`src/rtl/wdt_pkg.sv`:
```
package wdt_pkg;
  localparam int CNT_W = 16;
  localparam int KEY_W = 8;
  localparam logic [KEY_W-1:0] KEY_ARM    = 8'hBE;
  localparam logic [KEY_W-1:0] KEY_COMMIT = 8'hDC;
  localparam int CTRL_OFS    = 0;
  localparam int STAT_OFS    = 8;
  localparam int EN_BIT      = 31;
  localparam int WSEL_LSB    = 26;
  localparam int DSEL_LSB    = 24;
  localparam int KEY_LSB     = 16;
  localparam int ST_WARN_BIT = 30;
  localparam int ST_EXP_BIT  = 29;

  typedef struct packed {
    logic             en;
    logic [1:0]       warn_sel;
    logic [1:0]       div_sel;
    logic [CNT_W-1:0] reload;
  } wdt_cfg_t;

  // Warning threshold: reload scaled by 1/2, 1/4, 1/8 or 1/16.
  function automatic logic [CNT_W-1:0] warn_limit(input logic [CNT_W-1:0] reload,
                                                  input logic [1:0] sel);
    return reload >> (32'(sel) + 32'd1);
  endfunction

  // Last prescaler phase before a tick: 2^(sel*step) - 1.
  function automatic int unsigned tick_last(input logic [1:0] sel, input int unsigned step);
    return (32'd1 << (32'(sel) * step)) - 32'd1;
  endfunction
endpackage

```
`src/rtl/wdt_unlock.sv`:
```
module wdt_unlock
  import wdt_pkg::*;
(
  input  logic             clk,
  input  logic             rst_n,
  input  logic             acc,
  input  logic             wr,
  input  logic             hit_ctrl,
  input  logic [KEY_W-1:0] key,
  output logic             accept,
  output logic             armed
);
  typedef enum logic {UL_IDLE, UL_ARMED} ul_state_t;
  ul_state_t st_q, st_d;

  always_comb begin
    accept = (st_q == UL_ARMED) && acc && wr && hit_ctrl && (key == KEY_COMMIT);
    st_d   = st_q;
    if (acc) begin
      // Any access either arms (from idle with the first key) or returns to idle.
      st_d = (st_q == UL_IDLE && wr && hit_ctrl && key == KEY_ARM) ? UL_ARMED : UL_IDLE;
    end
  end

  always_ff @(posedge clk) begin
    if (!rst_n) st_q <= UL_IDLE;
    else        st_q <= st_d;
  end

  assign armed = (st_q == UL_ARMED);

  // a commit always leaves the lock idle
  a_r2_commit_disarms: assert property (@(posedge clk) disable iff (!rst_n)
    accept |=> !armed);
  // any access while armed ends the armed state
  a_r4_access_disarms: assert property (@(posedge clk) disable iff (!rst_n)
    (armed && acc) |=> !armed);
  // the lock arms only after a control write carrying the first key
  a_r2_arm_needs_key: assert property (@(posedge clk) disable iff (!rst_n)
    $rose(armed) |-> $past(acc && wr && hit_ctrl && key == KEY_ARM));
endmodule

```
`src/rtl/wdt_prescale.sv`:
```
module wdt_prescale
  import wdt_pkg::*;
#(
  parameter int DIV_STEP = 6
) (
  input  logic       clk,
  input  logic       rst_n,
  input  logic       run,
  input  logic       restart,
  input  logic [1:0] div_sel,
  output logic       tick
);
  localparam int PW = 3 * DIV_STEP + 1;

  logic [PW-1:0] pre_q;
  logic [PW-1:0] last;

  assign last = PW'(tick_last(div_sel, DIV_STEP));
  assign tick = run && (pre_q == last);

  always_ff @(posedge clk) begin
    if (!rst_n)                       pre_q <= '0;
    else if (restart || !run || tick) pre_q <= '0;
    else                              pre_q <= pre_q + 1'b1;
  end

  // with a divider above one, ticks are never back to back
  a_r6_tick_spacing: assert property (@(posedge clk) disable iff (!rst_n)
    (tick && !restart && div_sel != 2'd0) |=> !tick);
  // the phase never runs past the selected period
  a_r6_phase_bound: assert property (@(posedge clk) disable iff (!rst_n)
    run |-> (pre_q <= last));
endmodule

```
`src/rtl/wdt_countdown.sv`:
```
module wdt_countdown
  import wdt_pkg::*;
(
  input  logic             clk,
  input  logic             rst_n,
  input  logic             load,
  input  logic [CNT_W-1:0] new_reload,
  input  wdt_cfg_t         cfg,
  input  logic             tick,
  output logic [CNT_W-1:0] cnt,
  output logic             warn,
  output logic             expired,
  output logic             pulse
);
  logic [CNT_W-1:0] cnt_q, nxt, thr;
  logic             warn_q, exp_q, pulse_q, step;

  always_comb begin
    nxt  = (cnt_q == '0) ? '0 : cnt_q - 1'b1;
    thr  = warn_limit(cfg.reload, cfg.warn_sel);
    step = cfg.en && tick && !exp_q;
  end

  always_ff @(posedge clk) begin
    if (!rst_n) begin
      cnt_q   <= '0;
      warn_q  <= 1'b0;
      exp_q   <= 1'b0;
      pulse_q <= 1'b0;
    end else if (load) begin
      cnt_q   <= new_reload;
      warn_q  <= 1'b0;
      exp_q   <= 1'b0;
      pulse_q <= 1'b0;
    end else begin
      pulse_q <= 1'b0;
      if (step) begin
        cnt_q <= nxt;
        if (nxt <= thr) warn_q <= 1'b1;
        if (nxt == '0) begin
          exp_q   <= 1'b1;
          pulse_q <= 1'b1;
        end
      end
    end
  end

  assign cnt     = cnt_q;
  assign warn    = warn_q;
  assign expired = exp_q;
  assign pulse   = pulse_q;

  // the reset request lasts one cycle
  a_r8_single_cycle: assert property (@(posedge clk) disable iff (!rst_n)
    pulse_q |=> !pulse_q);
  // a pulse coincides with an empty, expired counter
  a_r8_pulse_at_zero: assert property (@(posedge clk) disable iff (!rst_n)
    pulse_q |-> (cnt_q == '0 && exp_q));
  // no repeated pulse until a reload
  a_r8_no_repeat: assert property (@(posedge clk) disable iff (!rst_n)
    (exp_q && !load) |=> !pulse_q);
  // warning is sticky until a reload
  a_r7_warn_sticky: assert property (@(posedge clk) disable iff (!rst_n)
    (warn_q && !load) |=> warn_q);
  // a disabled counter holds its value
  a_r10_hold: assert property (@(posedge clk) disable iff (!rst_n)
    (!cfg.en && !load) |=> $stable(cnt_q));
  // a reload wins over a coinciding expiry tick
  a_r11_load_wins: assert property (@(posedge clk) disable iff (!rst_n)
    load |=> (!pulse_q && !exp_q && !warn_q));
endmodule

```
`src/rtl/pwd_watchdog.sv`:
```
module pwd_watchdog
  import wdt_pkg::*;
#(
  parameter int ADDR_W   = 4,
  parameter int DIV_STEP = 6
) (
  input  logic              clk,
  input  logic              rst_n,
  input  logic              bus_sel,
  input  logic              bus_wr,
  input  logic [ADDR_W-1:0] bus_addr,
  input  logic [31:0]       bus_wdata,
  output logic [31:0]       bus_rdata,
  output logic              warn_o,
  output logic              expire_o
);
  logic             hit_ctrl, hit_stat, accept, armed, tick;
  logic             warn, expired, pulse;
  logic [CNT_W-1:0] cnt;
  wdt_cfg_t         cfg_q, cfg_new;
  logic             unused_bits;

  assign hit_ctrl    = (bus_addr == ADDR_W'(CTRL_OFS));
  assign hit_stat    = (bus_addr == ADDR_W'(STAT_OFS));
  assign unused_bits = ^bus_wdata[30:28];

  always_comb begin
    cfg_new.en       = bus_wdata[EN_BIT];
    cfg_new.warn_sel = bus_wdata[WSEL_LSB +: 2];
    cfg_new.div_sel  = bus_wdata[DSEL_LSB +: 2];
    cfg_new.reload   = bus_wdata[CNT_W-1:0];
  end

  wdt_unlock u_unlock (
    .clk      (clk),
    .rst_n    (rst_n),
    .acc      (bus_sel),
    .wr       (bus_wr),
    .hit_ctrl (hit_ctrl),
    .key      (bus_wdata[KEY_LSB +: KEY_W]),
    .accept   (accept),
    .armed    (armed)
  );

  always_ff @(posedge clk) begin
    if (!rst_n)      cfg_q <= '0;
    else if (accept) cfg_q <= cfg_new;
  end

  wdt_prescale #(.DIV_STEP(DIV_STEP)) u_prescale (
    .clk     (clk),
    .rst_n   (rst_n),
    .run     (cfg_q.en),
    .restart (accept),
    .div_sel (cfg_q.div_sel),
    .tick    (tick)
  );

  wdt_countdown u_countdown (
    .clk        (clk),
    .rst_n      (rst_n),
    .load       (accept),
    .new_reload (cfg_new.reload),
    .cfg        (cfg_q),
    .tick       (tick),
    .cnt        (cnt),
    .warn       (warn),
    .expired    (expired),
    .pulse      (pulse)
  );

  always_comb begin
    bus_rdata = '0;
    if (bus_sel && !bus_wr) begin
      if (hit_ctrl) begin
        bus_rdata[EN_BIT]            = cfg_q.en;
        bus_rdata[WSEL_LSB +: 2]     = cfg_q.warn_sel;
        bus_rdata[DSEL_LSB +: 2]     = cfg_q.div_sel;
        bus_rdata[CNT_W-1:0]         = cfg_q.reload;
      end else if (hit_stat) begin
        bus_rdata[EN_BIT]            = cfg_q.en;
        bus_rdata[ST_WARN_BIT]       = warn;
        bus_rdata[ST_EXP_BIT]        = expired;
        bus_rdata[CNT_W-1:0]         = cnt;
      end
    end
  end

  assign warn_o   = warn;
  assign expire_o = pulse;

  // configuration changes only on a commit
  a_r3_cfg_locked: assert property (@(posedge clk) disable iff (!rst_n)
    !accept |=> $stable(cfg_q));
  // a reset request only comes from an enabled watchdog
  a_r8_needs_enable: assert property (@(posedge clk) disable iff (!rst_n)
    expire_o |-> cfg_q.en);
  // a commit is only possible from the armed state
  a_r2_commit_when_armed: assert property (@(posedge clk) disable iff (!rst_n)
    accept |-> armed);
endmodule

```
`config.mk`:
```
export PLATFORM = sky130hd
export DESIGN_NAME = pwd_watchdog
export DESIGN_NICKNAME = d
export VERILOG_FILES = /design/src/rtl/wdt_pkg.sv /design/src/rtl/wdt_unlock.sv /design/src/rtl/wdt_prescale.sv /design/src/rtl/wdt_countdown.sv /design/src/rtl/pwd_watchdog.sv
export SDC_FILE = /design/constraint.sdc
export NUM_CORES = 1
export LEC_CHECK = 0
export BUFFER_PORTS_ARGS = -buffer_cell sky130_fd_sc_hd__buf_2
export CORE_ASPECT_RATIO = 0.9
export CORE_MARGIN = 3
export CORE_UTILIZATION = 52
export DETAILED_ROUTE_END_ITERATION = 8
export PLACE_DENSITY = 0.83
export SYNTH_ARGS = -nofsm -noshare
export SYNTH_HDL_FRONTEND = slang
export SYNTH_HIERARCHICAL = 1
export SYNTH_SLANG_ARGS = --single-unit
```
`constraint.sdc`:
```
create_clock -name clk -period 3.1 [get_ports clk]
set_clock_uncertainty 0.2 [all_clocks]
set_input_delay 0.62 -clock clk [delete_from_list [all_inputs] [get_ports clk]]
set_output_delay 0.62 -clock clk [all_outputs]
set_load 0.05 [all_outputs]
```
* Word level (Yosys, flattened, before mapping)
Cells that the tools add are included. Widths: inputs -> output; s select.
Storage, ports and cells: logic and storage cells 64, register bits after elaboration 60, input bits 40, output and inout bits 34
Cells by class: shifts and indexed selects 2, reductions and logical operators 25, equal/unequal tests 4, $lt $le $gt $ge 1, multiplexer cells 14, multipliers 1, bitwise operators 3, add/sub/neg operators 4
Operators by type and width (number):
- $mux 16 | 6
- $logic_not 16->1 | 2
- $shr 16x32->16 | 1
- $add 19x1->19 const B | 1
- $eq 19x19->1 | 1
- $shl 1x5->19 const A | 1
- $sub 19x1->19 const B | 1
- $eq 8x8->1 const B | 2
- $le 16x16->1 | 1
- $sub 16x1->16 const B | 1
- $logic_and 1x1->1 | 11
- $mux 4 | 2
- $mux 3 | 2
- $eq 4x4->1 const B | 1
- $logic_not 4->1 | 1
- $mul 2x2->4 const B | 1
- $reduce_and 2->1 | 2
- $reduce_or 2->1 | 2
- $add 2x1->3 const B | 1
- $logic_not 1->1 | 3
- $mux 1 | 3
- $not 1->1 | 3
- $reduce_or 3->1 | 1
- $logic_or 1x1->1 | 2
- 2 further kinds | 2

* Logic depth before layout (Yosys ltp)
Gate-level depths: netlist of run 1.
depth after elaboration 9, mapped depth 15, depth with buffers taken out 13

* Hierarchy
The synthesis of run 1 kept the hierarchy.
Modules (own cells, without submodules):
- wdt_countdown | sequential area each 380.4 sq um, area an instance 2213.4 sq um, instances 1, cells an instance 282
- pwd_watchdog | sequential area each 420.4 sq um, area an instance 1373.8 sq um, instances 1, cells an instance 131
- wdt_prescale | sequential area each 380.4 sq um, area an instance 968.4 sq um, instances 1, cells an instance 113
- wdt_unlock | sequential area each 20.0 sq um, area an instance 105.1 sq um, instances 1, cells an instance 9

* Worst setup path after synthesis of run 1
OpenSTA, ideal clock, no wires.
kind flip-flop to flip-flop, start register u_countdown.cnt_q[0], in the netlist u_countdown/cnt[0], end register u_countdown.warn_q, in the netlist u_countdown/warn, arrival 2.757 ns, cell stages (with the launch flop) 13, setup slack 0.073 ns, setup time 0.070 ns, path buffers 2, required time 2.830 ns, clock period less this slack 3.027 ns, path through dfxtp_1 > inv_1 > ha_1 > buf_2 > or4b_1 > buf_2 > nor4b_2 > mux2_2 > ha_1 > nand3_1 > nor4_1 > nor4_1 > a21oi_1
On the way: longest elaborated chain between the ends 4, elaborated cells on any way between the ends 5, those cells by class 1 x add/sub; 1 x order compare; 1 x mux; 2 x reduce/logical
Ends and longest elaborated chain:
- from (decl) | line wdt_countdown.sv:15 | logic [CNT_W-1:0] cnt_q, nxt, thr;
- from (signal assigned) | line wdt_countdown.sv:31 | cnt_q <= new_reload;
- from (signal assigned) | line wdt_countdown.sv:38 | cnt_q <= nxt;
- $sub 16x1->16 or $logic_not 16->1 (tied branches) | line wdt_countdown.sv:19 | nxt = (cnt_q == '0) ? '0 : cnt_q - 1'b1;
- $mux 16 (*) | line wdt_countdown.sv:19
- $le 16x16->1 (*) | line wdt_countdown.sv:39 | if (nxt <= thr) warn_q <= 1'b1;
- $reduce_and 2->1 (no source line) (*)
- to (signal assigned) | line wdt_countdown.sv:27 | warn_q <= 1'b0;
- to (signal assigned) | line wdt_countdown.sv:32 | warn_q <= 1'b0;
- to (signal assigned) | line wdt_countdown.sv:39
- to (decl) | line wdt_countdown.sv:16 | logic warn_q, exp_q, pulse_q, step;
Every way passes the cells marked *; elsewhere a longest branch is shown, timed or not. A chain may end at the register's enable or synchronous reset.

* Worst setup path in the final report of run 1
start register u_countdown.cnt_q[8], in the netlist u_countdown/cnt[8], end register u_countdown.warn_q, in the netlist u_countdown/warn
Same word-level chain as after synthesis.

==> results of run 1 <==
-- report_power, final --
part	internal [mW]	switching [mW]	total [mW]
Sequential	0.770	0.000000703	0.770
Combinational	0.0329	0.0704	0.103
Clock	0.299	0.363	0.662
-- layout by cell type, fill, tap and decap left out, types with 8 or more instances in the layout --
master    instances
ha_1             15
nor4_1            8
conb_1            9
dfxtp_1          59
nand3_1          13
nand4_1           8
buf_4            37
mux4_2            9
nand2_1          35
mux2i_1          42
nor2b_1          26
buf_2            61
nor2_1           44
a21oi_1          15
xor2_1           10
xnor2_1          12
clkbuf_8          9
inv_1            24
nor3_1            8
o21ai_0          18
nor2_2           10
nor3_2           21
-- repair_timing --
item                                    4_1_cts  5_1_grt
buffers inserted                              0        1
resized for setup                             2       22
pin swaps                                     0        9
endpoints found under the setup margin        1        1
-- logic make-up after synthesis --
family          after synthesis  share of synthesized area
compound gates               81                      0.125
flops                        60                      0.258
simple gates                225                      0.295
other cells                   1                   0.000805
xor+xnor                     22                     0.0413
fa+ha+maj                    17                     0.0456
buf+inv                      72                     0.0854
mux                          57                      0.149
-- metal layers --
layer,vias up,track usage,share of wire
li1,2058,-,-
met1,2093,0.304,0.42
met2,226,0.418,0.48
met3,31,0.0510,0.078
met4,0,0.0755,0.018
met5,-,0,0
-- critical path: cells and delay by family, from the launching register on --
family	cells	cell delay (ps)
AND/OR/NAND/NOR	5	990
AO/OA/AOI/OAI	5	890
flip-flops	1	370
adder cells (fa/ha/maj)	1	310
buffers and inverters	1	210
-- worst min path at each step --
stage / slack [ps] / cells past startpoint / end
3_3_place_gp: 250 / 1 / u_prescale/pre_q[0]$_SDFF_PP0_
3_5_place_dp: 270 / 1 / u_prescale/pre_q[0]$_SDFF_PP0_
2_1_floorplan: 240 / 1 / u_prescale/pre_q[0]$_SDFF_PP0_
5_1_grt: 330 / 1 / u_prescale/pre_q[0]$_SDFF_PP0_
6_report: 280 / 1 / u_prescale/pre_q[0]$_SDFF_PP0_
4_1_cts: 290 / 1 / u_prescale/pre_q[0]$_SDFF_PP0_
-- flip-flops by register name (all words and copies together), names as in the netlist --
name                 count
cfg_q                   21
u_countdown/cnt         16
u_countdown/expired      1
u_countdown/pulse        1
u_countdown/warn         1
u_prescale/pre_q        19
u_unlock/armed           1
-- area by class of cell --
type	instances	area, sq um
multi-input combinational	411	3210
fill	724	3190
inverter	26	97.6
sequential	60	1200
timing repair buffer	100	614
tap	119	149
clock buffer	9	124
clock inverter	7	58.8
-- through the flow --
step	util	hold slack (ps)	total power, mW
global placement	0.595	252	0.888
CTS	0.617	285	1.54
global route	0.631	332	1.58
finish	0.631	284	1.53
detailed placement	0.595	267	0.891
floorplan	-	237	0.863
==> metrics.md, run 1 <==
| Metric | Value |
|---|---|
| Grt ovf | `0` |
| Top cell by count, worst path | `o21a_1` |
| DRT Wirelength | `~13000 um` |
| Max cap viols | `0` |
| Most numerous cell in the Yosys netlist | `dfxtp_1` |
| Critical Path Slowest Stage Cell | `dfxtp_1` |
| Worst setup path start | `u_countdown/cnt[8]$_SDFFE_PN0P_` |
| Crit path arrival time | `around 3100 ps` |
| Pleak | `2.17 nW` |
| Seq/Total Area, Yosys | `0.258` |
| Setup slack after layout | `37.8 ps` |
| Kind of critical path | `flip-flop to flip-flop` |
| Power density over the cells | `281 nW/um^2` |
| Ratio of cells with drive above 1 in the final layout | `0.315` |
| TritonCTS clock tree | `yes` |
| Shortest period the worst path allows | `3060 ps` |
| Wire per inst | `roughly 17 um` |
| Post-synthesis cell area | `between 4000 and 5000 sq um` |
| GP Congestion | `0.954` |
| Antenna-violating nets left | `0` |
| First-pass GRT wire length | `19800 um` |
| Ports | `74` |
| Final nets | `665` |
| Delay of the slowest critical-path stage | `around 370 ps` |
| Inserted Diodes | `0` |
| Status | `finished clean` |
| CP endpoint kind | `flip-flop` |
| Final instance area | `around 5500 sq um` |
| Worst slack, placed | `roughly 23 ps` |
| Post-DP HPWL | `9240 um` |
| Synth Register Bits | `60` |
| Top cell type by total area after synthesis | `dfxtp_1` |
| Clk sinks | `60` |
| Crit path capture | `u_countdown/warn$_SDFFE_PP0P_` |
| Die Height | `~96 um` |
| Post-Syn Instances | `535` |
| Area contributors post-synth | `dfxtp_1 (26%), mux2i_1 (9.0%), ha_1 (4.6%)` |
| Top post-synthesis cells by count | `dfxtp_1 (60), nor2_1 (45), mux2i_1 (42)` |
| Initial DRC count | `444` |
| I/O Buffers | `a little over 60` |
| Worst-skew pair later-pin latency | `350 ps` |
| Worst r2r src | `u_countdown/cnt[8]$_SDFFE_PN0P_` |
| Worst R2R Setup Slack | `40 ps` |
| Largest net degree at the start of global routing | `~40` |
| Total global-route track usage | `0.241` |
| DR vias/cell | `6.02` |
| Class of the worst hold path | `flip-flop to flip-flop` |
| Initial antenna violation count | `0` |
| CP Max Fanout | `9` |
| Root Driver | `clkbuf_8` |
| Synth cell types | `73` |
| Fin crit share | `0.988` |
| Worst path cell trace | `buf_4 > nor4_4 > and4_1 > and2_4 > nor2_1 > ha_1 > nor2b_1 > o21a_1 > o21a_1 > o21ai_0 > o2111ai_1 > a21oi_1` |
| Clk buf depth | `2` |
| Core box area | `slightly below 9000 sq um` |
| Area share of the largest cell type after synthesis | `0.258` |
| Syn Area/Cell | `8.71 sq um` |
| Cell count after placement | `715` |
| Pins Over Slew Limit | `0` |
| Initial Util | `0.539` |
| Vias | `4408` |
| Vias in the first global route | `4131` |
| Cts bufs inserted | `9` |
| Final hold vios | `0` |
| Cell Count, Final, Fillers Out | `732` |
| Hold buffers post-CTS | `0` |
| Core Rows | `32` |
| Remaining DRCs | `0` |
| Worst Path Required | `around 3200 ps` |
| Area Overhead vs Synth | `17.0%` |
| Prevailing post-synth register cell | `dfxtp_1` |
| Final setup vio count | `0` |
| Startpoint Class | `flip-flop` |
| Reg2reg path depth | `12` |
| Yosys warns | `6` |
| Slew headroom | `0.153` |
| Die area | `10100 sq um` |
| DR pass1 iterations | `5` |
| RR Endpoint | `u_countdown/warn$_SDFFE_PP0P_` |
| Post-synth EDFFs | `0` |
| HP Start | `u_prescale/pre_q[0]$_SDFF_PP0_` |
| Setup tns final | `0 ps` |
| DP Area | `5150 sq um` |
| Achievable frequency | `327 MHz` |
| Slew @ Worst Pin | `~1300 ps` |
| Die Span X | `106 um` |
| Worst vdd ir | `approximately 0.00026 V` |
| Asr flop ratio synth | `0` |
| CTS H-tree lvls | `3` |
| Clk slew on worst S/H paths | `90 ps` |
No activity file was read; power rests on OpenSTA's default activity.
==> run 2: changes to the inputs <==
- ABC_AREA: unset -> 1
- PLACE_DENSITY: 0.83 -> 0.84
==> run 2 against run 1 <==
Net effect: register-to-register slack better by 190 ps; sequential cell count unchanged; sequential power about the same; critical path depth up 9; synthesized cell count up 34%; die area down 4.8%; utilization down 1.1 points; clock power up 26%; setup slack better by 190 ps; final cell count up 20%; largest cell class unchanged; largest power group is now clock.
==> metrics.md, run 2 <==
| Metric | Value |
|---|---|
| Status | `finished clean` |
| Power density over the cells | `339 nW/um^2 (+20%)` |
| Top cell by count, worst path | `nand2_1` |
| Worst-skew pair later-pin latency | `340 ps (about the same)` |
| Startpoint Class | `flip-flop` |
| Worst R2R Setup Slack | `230 ps (+190 ps)` |
| Pleak | `2.30 nW (+6.2%)` |
| Kind of critical path | `flip-flop to flip-flop` |
| Hold Path Depth | `1 (unchanged)` |
| Slew headroom | `0.507 (+0.354)` |
| Wire per inst | `14.6 um (-16%)` |
| Die Span X | `103 um (-2.4%)` |
| Fin crit share | `0.927 (-0.0611)` |
| Critical Path Slowest Stage Cell | `dfxtp_1` |
| Most frequent cells in the layout | `nand2_1 (187), nor2_1 (115), inv_1 (71)` |
| Core Rows | `31 (-3.1%)` |
| DR pass1 iterations | `6 (+1)` |
| Syn Area/Cell | `6.16 sq um (-29%)` |
| CTS H-tree lvls | `3 (unchanged)` |
| HP Start | `u_prescale/pre_q[0]$_SDFF_PP0_` |
| Area Overhead vs Synth | `14.0%` |
| Clk buf depth | `2 (unchanged)` |
| Achievable frequency | `348 MHz (+6.6%)` |
| RR Endpoint | `u_countdown/warn$_SDFFE_PP0P_` |
| DR vias/cell | `5.60 (-7.0%)` |
| TritonCTS clock tree | `yes` |
| Initial DRC count | `482 (+8.6%)` |
| Pins Over Slew Limit | `0 (unchanged)` |
| Crit path arrival time | `2900 ps (-220 ps)` |
| Biggest register | `cfg_q` |
| I/O Buffers | `61 (unchanged)` |
| Area contributors post-synth | `dfxtp_1 (27%), nand2_1 (16%), nor2_1 (9.8%)` |
| GP Congestion | `1.01 (+5.7%)` |
| Setup tns final | `0 ps (unchanged)` |
| First-pass GRT wire length | `21100 um (+6.6%)` |
| Asr flop ratio synth | `0 (unchanged)` |
| Initial Util | `0.543 (+0.00440)` |
| Slew @ Worst Pin | `739 ps (-524 ps)` |
| CP endpoint kind | `flip-flop` |
| Post-synth EDFFs | `0 (unchanged)` |
| Prevailing post-synth register cell | `dfxtp_1` |
| Delay of the slowest critical-path stage | `320 ps (-50 ps)` |
| Core box area | `8150 sq um (-5.8%)` |
| Final nets | `836 (+26%)` |
| Yosys warns | `6 (unchanged)` |
| Vias in the first global route | `4531 (+9.7%)` |
| Hold buffers post-CTS | `0 (unchanged)` |
| Synth Register Bits | `60 (unchanged)` |
| Remaining DRCs | `0 (unchanged)` |
| CTS resizes | `0 (-2)` |
| Post-DP HPWL | `9650 um (+4.5%)` |
| Most numerous cell in the Yosys netlist | `nand2_1` |
| WHS Endpoint | `u_prescale/pre_q[0]$_SDFF_PP0_` |
| Post-Syn Instances | `718 (+34%)` |
| DRT Wirelength | `12900 um (+1.5%)` |
| Final hold vios | `0 (unchanged)` |
| Total global-route track usage | `0.274 (+0.0324)` |
| Clk sinks | `60 (unchanged)` |
| Vias | `4941 (+12%)` |
| Shortest period the worst path allows | `2870 ps (-190 ps)` |
| Top post-synthesis cells by count | `nand2_1 (187), nor2_1 (115), inv_1 (71)` |
| Die area | `9660 sq um (-4.8%)` |
| Worst path cell trace | `inv_1 > ha_1 > nand2_2 > nor2_4 > nand2_4 > nand3_1 > inv_1 > ha_1 > nand2_1 > inv_1 > nand2_1 > nor2_1 > nand2_1 > nand3_1 > nand2_1 > nand2_1 > nand2_1 > nand2_1 > nand2_1 > nand2_1 > a21oi_1` |
| Worst vdd ir | `0.000275 V (+4.7%)` |
| Met2 wire len | `5760 um (-5.4%)` |
| Reg2reg path depth | `21 (+9)` |
| Cell count after placement | `867 (+21%)` |
| Top cell type by total area after synthesis | `dfxtp_1` |
| Largest net degree at the start of global routing | `43 (+4.9%)` |
| Met3 wire length | `1490 um (+51%)` |
| Post-synthesis cell area | `4430 sq um (-5.0%)` |
| Clk slew on worst S/H paths | `70 ps (-20 ps)` |
| Ports | `74 (unchanged)` |
| Worst r2r src | `u_countdown/cnt[0]$_SDFFE_PN0P_` |
| Max cap viols | `0 (unchanged)` |
| Final setup vio count | `0 (unchanged)` |
| Antenna-violating nets left | `0 (unchanged)` |
| Top layer in use | `met4` |
| Worst Path Required | `3130 ps (-20 ps)` |
| Worst hold slack | `265 ps (-19.7 ps)` |
| Root Driver | `clkbuf_8` |
| Synth cell types | `37 (-49%)` |
| Commonest non-fill, non-tap cell in the layout | `nand2_1` |
| Class of the worst hold path | `flip-flop to flip-flop` |
| Area share of the largest cell type after synthesis | `0.271 (+0.0137)` |
| Ratio of cells with drive above 1 in the final layout | `0.169 (-0.146)` |
| Post CTS Setup Buffer Count | `0 (unchanged)` |
| Inserted Diodes | `0 (unchanged)` |
| RSZ-0062 raised after global routing | `false` |
| Number of flip-flops in the largest register | `21 (unchanged)` |
| Seq/Total Area, Yosys | `0.271 (+0.0137)` |
| Cell Count, Final, Fillers Out | `882 (+20%)` |
| CP Max Fanout | `16 (+7)` |
| Die Height | `93.5 um (-2.4%)` |
| Cts bufs inserted | `9 (unchanged)` |
| Grt ovf | `0 (unchanged)` |
| Initial antenna violation count | `0 (unchanged)` |
| Met1 WL | `5430 um (+0.85%)` |
==> run 2: cell type report <==
cell class / instances / area (sq um)
inverters: 79 / 297
fillers: 745 / 3100
flip-flops and latches: 60 / 1200
repair buffers: 75 / 423
clock buffers: 12 / 165
multi-input cells: 554 / 2770
well taps: 99 / 124
clock inverters: 3 / 68.8
==> run 2: through the flow <==
stage	total power [mW]	instance area (sq um)	setup WS [ps]	utilization
finish	1.71	5040	227	0.619
global route	1.76	5040	28.7	0.619
CTS	1.71	5040	298	0.619
detailed placement	0.888	4810	305	0.590
global placement	0.886	4810	336	0.590
floorplan	0.853	4460	207	-
==> run 2: power by group <==
part,switching (mW),internal [mW],total [mW]
Clock,0.319,0.516,0.834
Combinational,0.0750,0.0279,0.103
Sequential,0.00000131,0.770,0.770
==> run 2: worst max path at each step <==
stage	from	end	slack (ps)	cells past startpoint
2_1_floorplan	bus_addr[1]	bus_rdata[31]	210	4
3_3_place_gp	u_countdown/cnt[0]$_SDFFE_PN0P_	u_countdown/warn$_SDFFE_PP0P_	340	21
3_5_place_dp	bus_addr[2]	cfg_q[18]$_SDFFE_PN0P_	310	10
4_1_cts	u_countdown/cnt[0]$_SDFFE_PN0P_	u_countdown/warn$_SDFFE_PP0P_	300	21
5_1_grt	u_countdown/cnt[0]$_SDFFE_PN0P_	u_countdown/warn$_SDFFE_PP0P_	30	21
6_report	u_countdown/cnt[0]$_SDFFE_PN0P_	u_countdown/warn$_SDFFE_PP0P_	230	21
==> run 2: critical path: cells and delay by family, from the launching register on <==
family | cells | cell delay (ps)
AO/OA/AOI/OAI | 1 | 50
adder cells (fa/ha/maj) | 2 | 570
AND/OR/NAND/NOR | 15 | 1350
buffers and inverters | 3 | 270
flip-flops | 1 | 320
==> run 2: cells by family after synthesis <==
logic type                 Yosys count  share of synthesized area
adders and majority gates           17                     0.0481
AOI/OAI and AO/OA                   92                      0.112
other                                1                   0.000847
xor gates and xnor gates            18                     0.0356
buffers and inverters              112                      0.112
and+or+nand+nor                    417                      0.418
DFF                                 60                      0.271
muxes                                1                    0.00226
==> run 2: metal layers <==
| metal | up-vias | global-route usage |
|---|---|---|
| li1 | 2394 | - |
| met4 | 0 | 0.0604 |
| met3 | 27 | 0.0641 |
| met2 | 280 | 0.415 |
| met1 | 2240 | 0.393 |
| met5 | - | 0 |
